**config.mk**
```make
export PLATFORM = sky130hd
export DESIGN_NAME = int_alu_imm
export DESIGN_NICKNAME = d
export VERILOG_FILES = /design/src/rtl/alu_pkg.sv /design/src/rtl/opnd_sel.sv /design/src/rtl/alu_core.sv /design/src/rtl/int_alu_imm.sv
export SDC_FILE = /design/constraint.sdc
export NUM_CORES = 1
export LEC_CHECK = 0
export CORE_MARGIN = 2
export CORE_UTILIZATION = 30
export DETAILED_ROUTE_END_ITERATION = 8
export DONT_BUFFER_PORTS = 1
export PLACE_DENSITY = 0.51
export RECOVER_POWER = 50
export SYNTH_ARGS = -nofsm -noshare
export SYNTH_HDL_FRONTEND = slang
export SYNTH_SLANG_ARGS = --single-unit
```
**constraint.sdc**
```tcl
create_clock -name clk -period 6.3 [get_ports clk]
set_input_delay 0.63 -clock clk [delete_from_list [all_inputs] [get_ports clk]]
set_output_delay 0.63 -clock clk [all_outputs]
set_load 0.02 [all_outputs]
```
**src/rtl/alu_pkg.sv**
```systemverilog
package alu_pkg;

    localparam int XLEN  = 32;
    localparam int IMM_W = 13;
    localparam int FN_W  = 6;

    typedef logic [FN_W-1:0] fcode_t;

    localparam fcode_t FN_SLL = 6'h25;
    localparam fcode_t FN_SRL = 6'h26;
    localparam fcode_t FN_SRA = 6'h27;

    typedef struct packed {
        logic n;
        logic z;
        logic v;
        logic c;
    } flags_t;

    // base code (low 4 bits) names a valid arithmetic or logic operation
    function automatic logic base_ok(input logic [3:0] base);
        return (base[3] == 1'b0) || (base[1:0] == 2'b00);
    endfunction

    function automatic logic is_alu_code(input fcode_t f);
        return (f[5] == 1'b0) && base_ok(f[3:0]);
    endfunction

    function automatic logic sets_flags(input fcode_t f);
        return (f[5:4] == 2'b01) && base_ok(f[3:0]);
    endfunction

    function automatic logic is_shift(input fcode_t f);
        return (f == FN_SLL) || (f == FN_SRL) || (f == FN_SRA);
    endfunction

endpackage

```
**src/rtl/opnd_sel.sv**
```systemverilog
module opnd_sel #(
    parameter int W     = 32,
    parameter int IMM_W = 13
) (
    input  logic             imm_sel,
    input  logic [IMM_W-1:0] imm,
    input  logic [W-1:0]     reg_val,
    output logic [W-1:0]     opnd
);
    localparam int EXT_W = W - IMM_W;

    always_comb begin
        if (imm_sel) opnd = {{EXT_W{imm[IMM_W-1]}}, imm};
        else         opnd = reg_val;
    end
endmodule

```
**src/rtl/alu_core.sv**
```systemverilog
module alu_core
    import alu_pkg::*;
#(
    parameter int W = 32
) (
    input  fcode_t       func,
    input  logic [W-1:0] a,
    input  logic [W-1:0] b,
    input  logic         c_in,
    output logic [W-1:0] result,
    output flags_t       flags,
    output logic         flag_en
);
    localparam int SH_W = $clog2(W);

    logic [3:0]   base;
    logic         is_sub, use_carry, carry_bit, is_arith;
    logic [W-1:0] b_arith, b_logic, r_logic, r_shift;
    logic [W:0]   sum;
    logic [SH_W-1:0] amt;

    always_comb begin
        base      = func[3:0];
        is_arith  = (base[1:0] == 2'b00);
        is_sub    = base[2];
        use_carry = base[3];
        carry_bit = use_carry & c_in;
        b_arith   = is_sub ? ~b : b;
        sum       = {1'b0, a} + {1'b0, b_arith} + {{W{1'b0}}, carry_bit ^ is_sub};

        b_logic = base[2] ? ~b : b;
        case (base[1:0])
            2'b01:   r_logic = a & b_logic;
            2'b10:   r_logic = a | b_logic;
            default: r_logic = a ^ b_logic;
        endcase

        amt = b[SH_W-1:0];
        case (func)
            FN_SLL:  r_shift = a << amt;
            FN_SRL:  r_shift = a >> amt;
            default: r_shift = W'($signed(a) >>> amt);
        endcase

        if (is_alu_code(func))   result = is_arith ? sum[W-1:0] : r_logic;
        else if (is_shift(func)) result = r_shift;
        else                     result = '0;

        flags.n = result[W-1];
        flags.z = (result == '0);
        if (is_arith) begin
            flags.v = (a[W-1] == b_arith[W-1]) && (sum[W-1] != a[W-1]);
            flags.c = sum[W] ^ is_sub;
        end else begin
            flags.v = 1'b0;
            flags.c = 1'b0;
        end
        flag_en = sets_flags(func);
    end
endmodule

```
**src/rtl/int_alu_imm.sv**
```systemverilog
module int_alu_imm
    import alu_pkg::*;
(
    input  logic             clk,
    input  logic             rst_n,
    input  logic [FN_W-1:0]  func_i,
    input  logic [XLEN-1:0]  src_a_i,
    input  logic [XLEN-1:0]  src_b_i,
    input  logic             imm_sel_i,
    input  logic [IMM_W-1:0] imm13_i,
    output logic [XLEN-1:0]  result_o,
    output logic [3:0]       icc_o
);
    typedef struct packed {
        flags_t icc;
    } state_t;

    state_t        st_d, st_q;
    logic [XLEN-1:0] opnd_b;
    flags_t        new_flags;
    logic          flag_en;

    opnd_sel #(.W(XLEN), .IMM_W(IMM_W)) u_sel (
        .imm_sel (imm_sel_i),
        .imm     (imm13_i),
        .reg_val (src_b_i),
        .opnd    (opnd_b)
    );

    alu_core #(.W(XLEN)) u_core (
        .func    (func_i),
        .a       (src_a_i),
        .b       (opnd_b),
        .c_in    (st_q.icc.c),
        .result  (result_o),
        .flags   (new_flags),
        .flag_en (flag_en)
    );

    always_comb begin
        st_d = st_q;
        if (flag_en) st_d.icc = new_flags;
    end

    always_ff @(posedge clk) begin
        if (!rst_n) st_q <= '0;
        else        st_q <= st_d;
    end

    assign icc_o = st_q.icc;
endmodule

```
---- Yosys cells after proc, flatten, opt, wreduce, memory -nomap -nowiden ----
Index checks and enable logic that the tools add are counted.
Widths: inputs -> output; s select.
cells by class
  add/sub/neg operators ................... 2
  $mul .................................... 0
  div/mod/pow operators ................... 0
  order comparisons ....................... 0
  equal/unequal tests ..................... 8
  shift operators ......................... 3
  mux-type cells .......................... 8
  bitwise operators ....................... 9
  reduce and logical (&&, ||, !) cells .... 8
operators with widths
  kind                count
  $mux 32             5
  $pmux 32 s2         2
  $add 32x32->33      1
  $add 33x1->33       1
  $and 32x32->32      1
  $logic_not 32->1    1
  $not 32->32         1
  $or 32x32->32       1
  $shl 32x5->32       1
  $shr 32x5->32       1
  $sshr 32x5->32      1
  $xor 32x32->32      1
  $eq 6x6->1 const B  3
  $eq 2x1->1 const B  2
  $logic_and 1x1->1   3
  $logic_or 1x1->1    3
  $eq 2x2->1 const B  1
  $logic_not 2->1     1
  $mux 2              1
  $not 1->1           2
  $xor 1x1->1         2
  $and 1x1->1         1
  $eq 1x1->1          1
  $ne 1x1->1          1
storage, ports and cells
  register bits ........................... 4
  bits in latches ......................... 0
  memory bits (writable) .................. 0
  ROM bits ................................ 0
  input port bits ......................... 86
  memories ................................ 0

---- Logic depth before layout (Yosys ltp) ----
  word-level depth ........................ 8
  depth in mapped cells ................... 22

---- By module ----
From an unflattened synthesis, not the netlist that was laid out.
unflattened totals
  cell total of the unflattened synthesis .. 1,264
  area total of the unflattened synthesis .. 9,263.9 um^2
modules (own cells, without submodules)
  module       times used  cells each  area each (um^2)
  alu_core     1           1,213       8,555.7
  opnd_sel     1           38          551.8
  int_alu_imm  1           13          156.4

---- Worst setup path before layout ----
No wires, ideal clock.
  path type ............................... input-to-reg
  start ................................... input imm_sel_i
  end ..................................... register st_q, in the netlist icc_o[2]
  library setup time ...................... 0.085 ns
  arrival ................................. 5.638 ns
  slack ................................... 0.577 ns
  stages on the path ...................... 21
  path buffers ............................ 6
  path through ............................ buf_6 > buf_2 > mux2i_1 > buf_2 > buf_2 > buf_2 > buf_1 > xnor2_1 > inv_1 > ha_1 > and3_1 > a221oi_2 > o21bai_1 > and3_1 > a2111oi_0 > xor2_1 > o211ai_1 > or4_1 > nor4_2 > nand3_1 > o31ai_2
on the way
  longest elaborated chain between the ends .. 8
  elaborated cells on any way between the ends .. 17
  classes of those cells .................. add/sub: 2; shift: 3; mux: 7; bitwise: 4; reduce/logical: 1
RTL lines
  what                                          line                            RTL
  from (decl)                                   int_alu_imm.sv:9                input logic imm_sel_i,
  $mux 32 (*)                                   opnd_sel.sv:13                  if (imm_sel) opnd = {{EXT_W{imm[IMM_W-1]}}, imm};
  $not 32->32                                   alu_core.sv:28, alu_core.sv:31
  $mux 32                                       alu_core.sv:28, alu_core.sv:31
  $add 32x32->33 (tied with other cells)        alu_core.sv:29                  sum = {1'b0, a} + {1'b0, b_arith} + {{W{1'b0}}, carry_bit ^ is_sub};
  $add 33x1->33 or $pmux 32 s2 (tied branches)  alu_core.sv:29, alu_core.sv:32
  $mux 32                                       alu_core.sv:45                  if (is_alu_code(func)) result = is_arith ? sum[W-1:0] : r_logic;
  $mux 32 (*)                                   alu_core.sv:45
  net result_o[20]                              int_alu_imm.sv:11               output logic [XLEN-1:0] result_o,
  $logic_not 32->1 (*)                          alu_core.sv:50                  flags.z = (result == '0);
  to (signal assigned)                          int_alu_imm.sv:47               else st_q <= st_d;
  to (decl)                                     int_alu_imm.sv:18               state_t st_d, st_q;
The timed path passes the listed nets; every way through them passes the cells marked *.
A chain may end at the register's enable or synchronous reset.

---- Final worst setup path ----
Ends and elaborated chain as after synthesis.

==> flow_summary_export.csv <==
group,metric,value,unit
outcome,status,"complete, but fails checks",
outcome,failed_checks,"max-capacitance violations, max-slew violations",
critical_path,slowest_stage,"clkbuf_1",
timing,finalClockSkew,0.000116,ns
clocking,postCtsSetupRepairBufs,0,
logic_synthesis,async_flop_share,0,%
die,dieArea,31500,µm²
drt,wl_met1,22400,µm
finish,area_growth,5.92,%
logic_synthesis,synthesis.area,9020,µm²
critical_path,ff2ff_path_depth,16,
critical_path,reg2reg_slack,1.07,ns
power,pwr-share-comb,90.1,%
critical_path,cp-end-kind,"register",
global_routing,grt_max_degree,56,
power,p_clk_share,7.8,%
clocking,clk_pin_slew_worst_paths,0.03,ns
critical_path,rr_endpoint,"icc_o[2]",
power,p_leak,3.74,nW
finish,largest_register_ff_count,4,
logic_synthesis,synthTopCellsByArea,"mux4_2 13%, ha_1 9.4%, mux2i_1 6.5%, nand2_1 6.4%, a21oi_1 5.9%",
drt,num_vias,11000,
flow_run,maxCapViolations,2,
drt,post-route-drc-count,0,
die,core-area,29600,µm²
critical_path,cp.required,6.44,ns
die,io_pins,122,
timing,layout_setup_ws,0.429,ns
timing,fin_crit,5.87,ns
global_routing,grt_pass1_wl,76200,µm
timing,setup_violations,0,
timing,fmax,170,MHz
critical_path,setup.worst_path.start_class,"input pin",
drt,ant_nets,0,
power,power.share.switching,60.7,%
clocking,cts_sinks,4,
placement,dp_cells,1624,
placement,gp_congestion,1.06,
finish,diodes,0,
drt,topRoutingLayerUsed,"met4",
clocking,htreeDepth,1,
worst_hold_path,hold_path.class,"in -> reg",
worst_hold_path,min-delay-start,"rst_n",
clocking,cts_buffers,3,
placement,io_buffers,0,
clocking,cts_root_buf,"clkbuf_16",
timing,final-hold-violation-count,0,
logic_synthesis,synth_area_per_cell,7.03,µm²
die,initial_utilization,30.4,%
clocking,cts-hold-fix-buffers,0,
finish,fin_cells,1627,
placement,hpwl,42900,µm
timing,slew_headroom,-21.1,%
power,power_density,137,nW/µm²
timing,timing.final.crit_share,93.2,%
logic_synthesis,yosys-top-cells-count,"154 x nand2_1, 114 x nor2_1, 106 x a21oi_1",
logic_synthesis,ys.flop_type,"dfxtp_1",
logic_synthesis,synth_cell_types,85,
finish,multi_input_area,8160,µm²
worst_hold_path,hold-path-cell-count,1,
timing,tightest_slew,1.79,ns
finish,drive_gt1_share,11.6,%
die,dieWidth,177,µm
drt,finalWirelength,53700,µm
critical_path,reg2reg_from,"icc_o[0]",
logic_synthesis,netlist.top_cell.by_area,"mux4_2",
drt,first_iter_violations,1417,
timing,rsz0062_at_grt,"false",
logic_synthesis,syn_inst,1283,
power,vdd_ir_drop_max,0.0783,mV
clocking,cts_tree,"done",
placement,dpl_cell_area,9500,µm²
logic_synthesis,yosysMostFrequentCell,"nand2_1",
clocking,cts_resized,0,
global_routing,gr-total-overflow,0,
global_routing,track_usage,33.3,%
worst_hold_path,min_to,"icc_o[3]",
power,power_frac_seq,2.1,%
logic_synthesis,synth_edf_count,0,
critical_path,cp.arrival,6.02,ns
finish,utilization,32.2,%
critical_path,worst_path_largest_cell_delay,1.27,ns
finish,fin_nets,1395,
timing,slew_violations,27,
logic_synthesis,synth_top_area_share,13.5,%
logic_synthesis,synth_nets,1439,
critical_path,criticalPathCategory,"in -> reg",
logic_synthesis,yosysSeqAreaShare,0.888,%
finish,layout.area.seq,80.1,µm²
power,switchingPower,795,µW
clocking,clock_latency,0.23,ns
finish,design_area,9550,µm²
placement,place_ws,0.871,ns
drt,wl_met2,23000,µm
global_routing,grt_pass1_vias,10300,
drt,vias_per_cell,6.78,
drt,wl_met3,5450,µm
clocking,clockBufferDepth,2,
finish,fillers,3324,
die,die_y,177,µm
critical_path,cp_cell_sequence,"mux2i_4 -> buf_4 -> clkbuf_1 -> mux4_2 -> nand3_1 -> o32ai_1 -> o31ai_1 -> buf_4 -> o2111ai_1 -> nor2_1 -> o2111ai_1 -> nor4_2 -> nand3_1 -> o31ai_2",
timing,tns,0,ns
power,p_int,516,µW
drt,wl_per_cell,33.0,µm
logic_synthesis,ys_warn_count,0,
logic_synthesis,ys_ff_latch,4,
global_routing,antenna_found_initial,0,
critical_path,crit_fanout,26,
die,rows,63,
timing,timing.hold.ws,0.538,ns
drt,drt_pass1_iterations,5,
power,power,1.31,mW
-- final cells by class --
cell class,instances,area share (%)
Clock buffer,3,0.786
Inverter,82,3.22
Multi-Input combinational cell,1089,85.5
Sequential cell,4,0.838
Tap cell,390,5.11
Timing Repair Buffer,59,4.57
-- how the worst max path moves through the flow --
stage	start	endpoint	slack (ns)	cells after the start
2_1_floorplan	imm_sel_i	icc_o[2]	0.58	21
3_3_place_gp	imm_sel_i	icc_o[2]	0.82	16
3_5_place_dp	imm_sel_i	icc_o[2]	0.87	16
4_1_cts	imm_sel_i	result_o[31]	0.87	15
5_1_grt	imm_sel_i	icc_o[2]	0.30	14
6_report	imm_sel_i	icc_o[2]	0.43	14
-- power by group through the flow --
| stage | logic, mW | registers [mW] | clock network [mW] |
|---|---|---|---|
| final | 1.18 | 0.0275 | 0.103 |
| after global routing | 1.25 | 0.0275 | 0.104 |
| after CTS | 1.15 | 0.0275 | 0.105 |
| after detailed placement | 1.14 | 0.0278 | 0 |
| after global placement | 1.15 | 0.0278 | 0 |
| after floorplan | 0.813 | 0.0274 | 0 |
-- layer usage --
metal | global-route usage [%] | vias up
li1 | - | 4749
met1 | 45.1 | 5493
met2 | 50.4 | 670
met3 | 7.78 | 122
met4 | 14.3 | 0
met5 | 0 | -
-- worst max-delay path, delay by kind of cell --
family                 cells  cell delay (ns)
buffers and inverters      3             1.90
AOI/OAI and AO/OA          5             1.42
and+or+nand+nor            4             1.15
muxes                      2             0.87
-- cell families (layout without fill, tap and decap cells) --
family                   Yosys count  count (layout)  share of synthesized area (%)
AND/OR/NAND/NOR                  421             421                           21.2
adder cells (fa/ha/maj)           70              70                           9.88
AO/OA/AOI/OAI                    422             422                           32.0
XOR/XNOR                          51              51                           4.95
flip-flops                         4               4                          0.888
buffers and inverters            190             144                           8.98
multiplexers                     125             125                           22.0
-- cell usage in the layout, fill, tap and decap left out, drive strengths merged, types with 9 or more instances in the layout --
cell type | synthesis | final
a211oi | 23 | 23
a21o | 14 | 14
a21oi | 106 | 106
a22oi | 10 | 10
a2bb2oi | 9 | 9
a311oi | 14 | 14
a31oi | 14 | 14
and3 | 15 | 15
buf | 47 | 54
ha | 68 | 68
inv | 79 | 79
mux2i | 65 | 65
mux4 | 54 | 54
nand2 | 154 | 154
nand2b | 16 | 16
nand3 | 36 | 36
nand4 | 15 | 15
nor2 | 114 | 114
nor3 | 29 | 29
nor4 | 9 | 9
o211ai | 48 | 48
o21ai | 63 | 63
o22ai | 17 | 17
o31ai | 10 | 10
o32ai | 10 | 10
or3 | 9 | 9
xnor2 | 43 | 43
(Power assumes the default switching activity.)
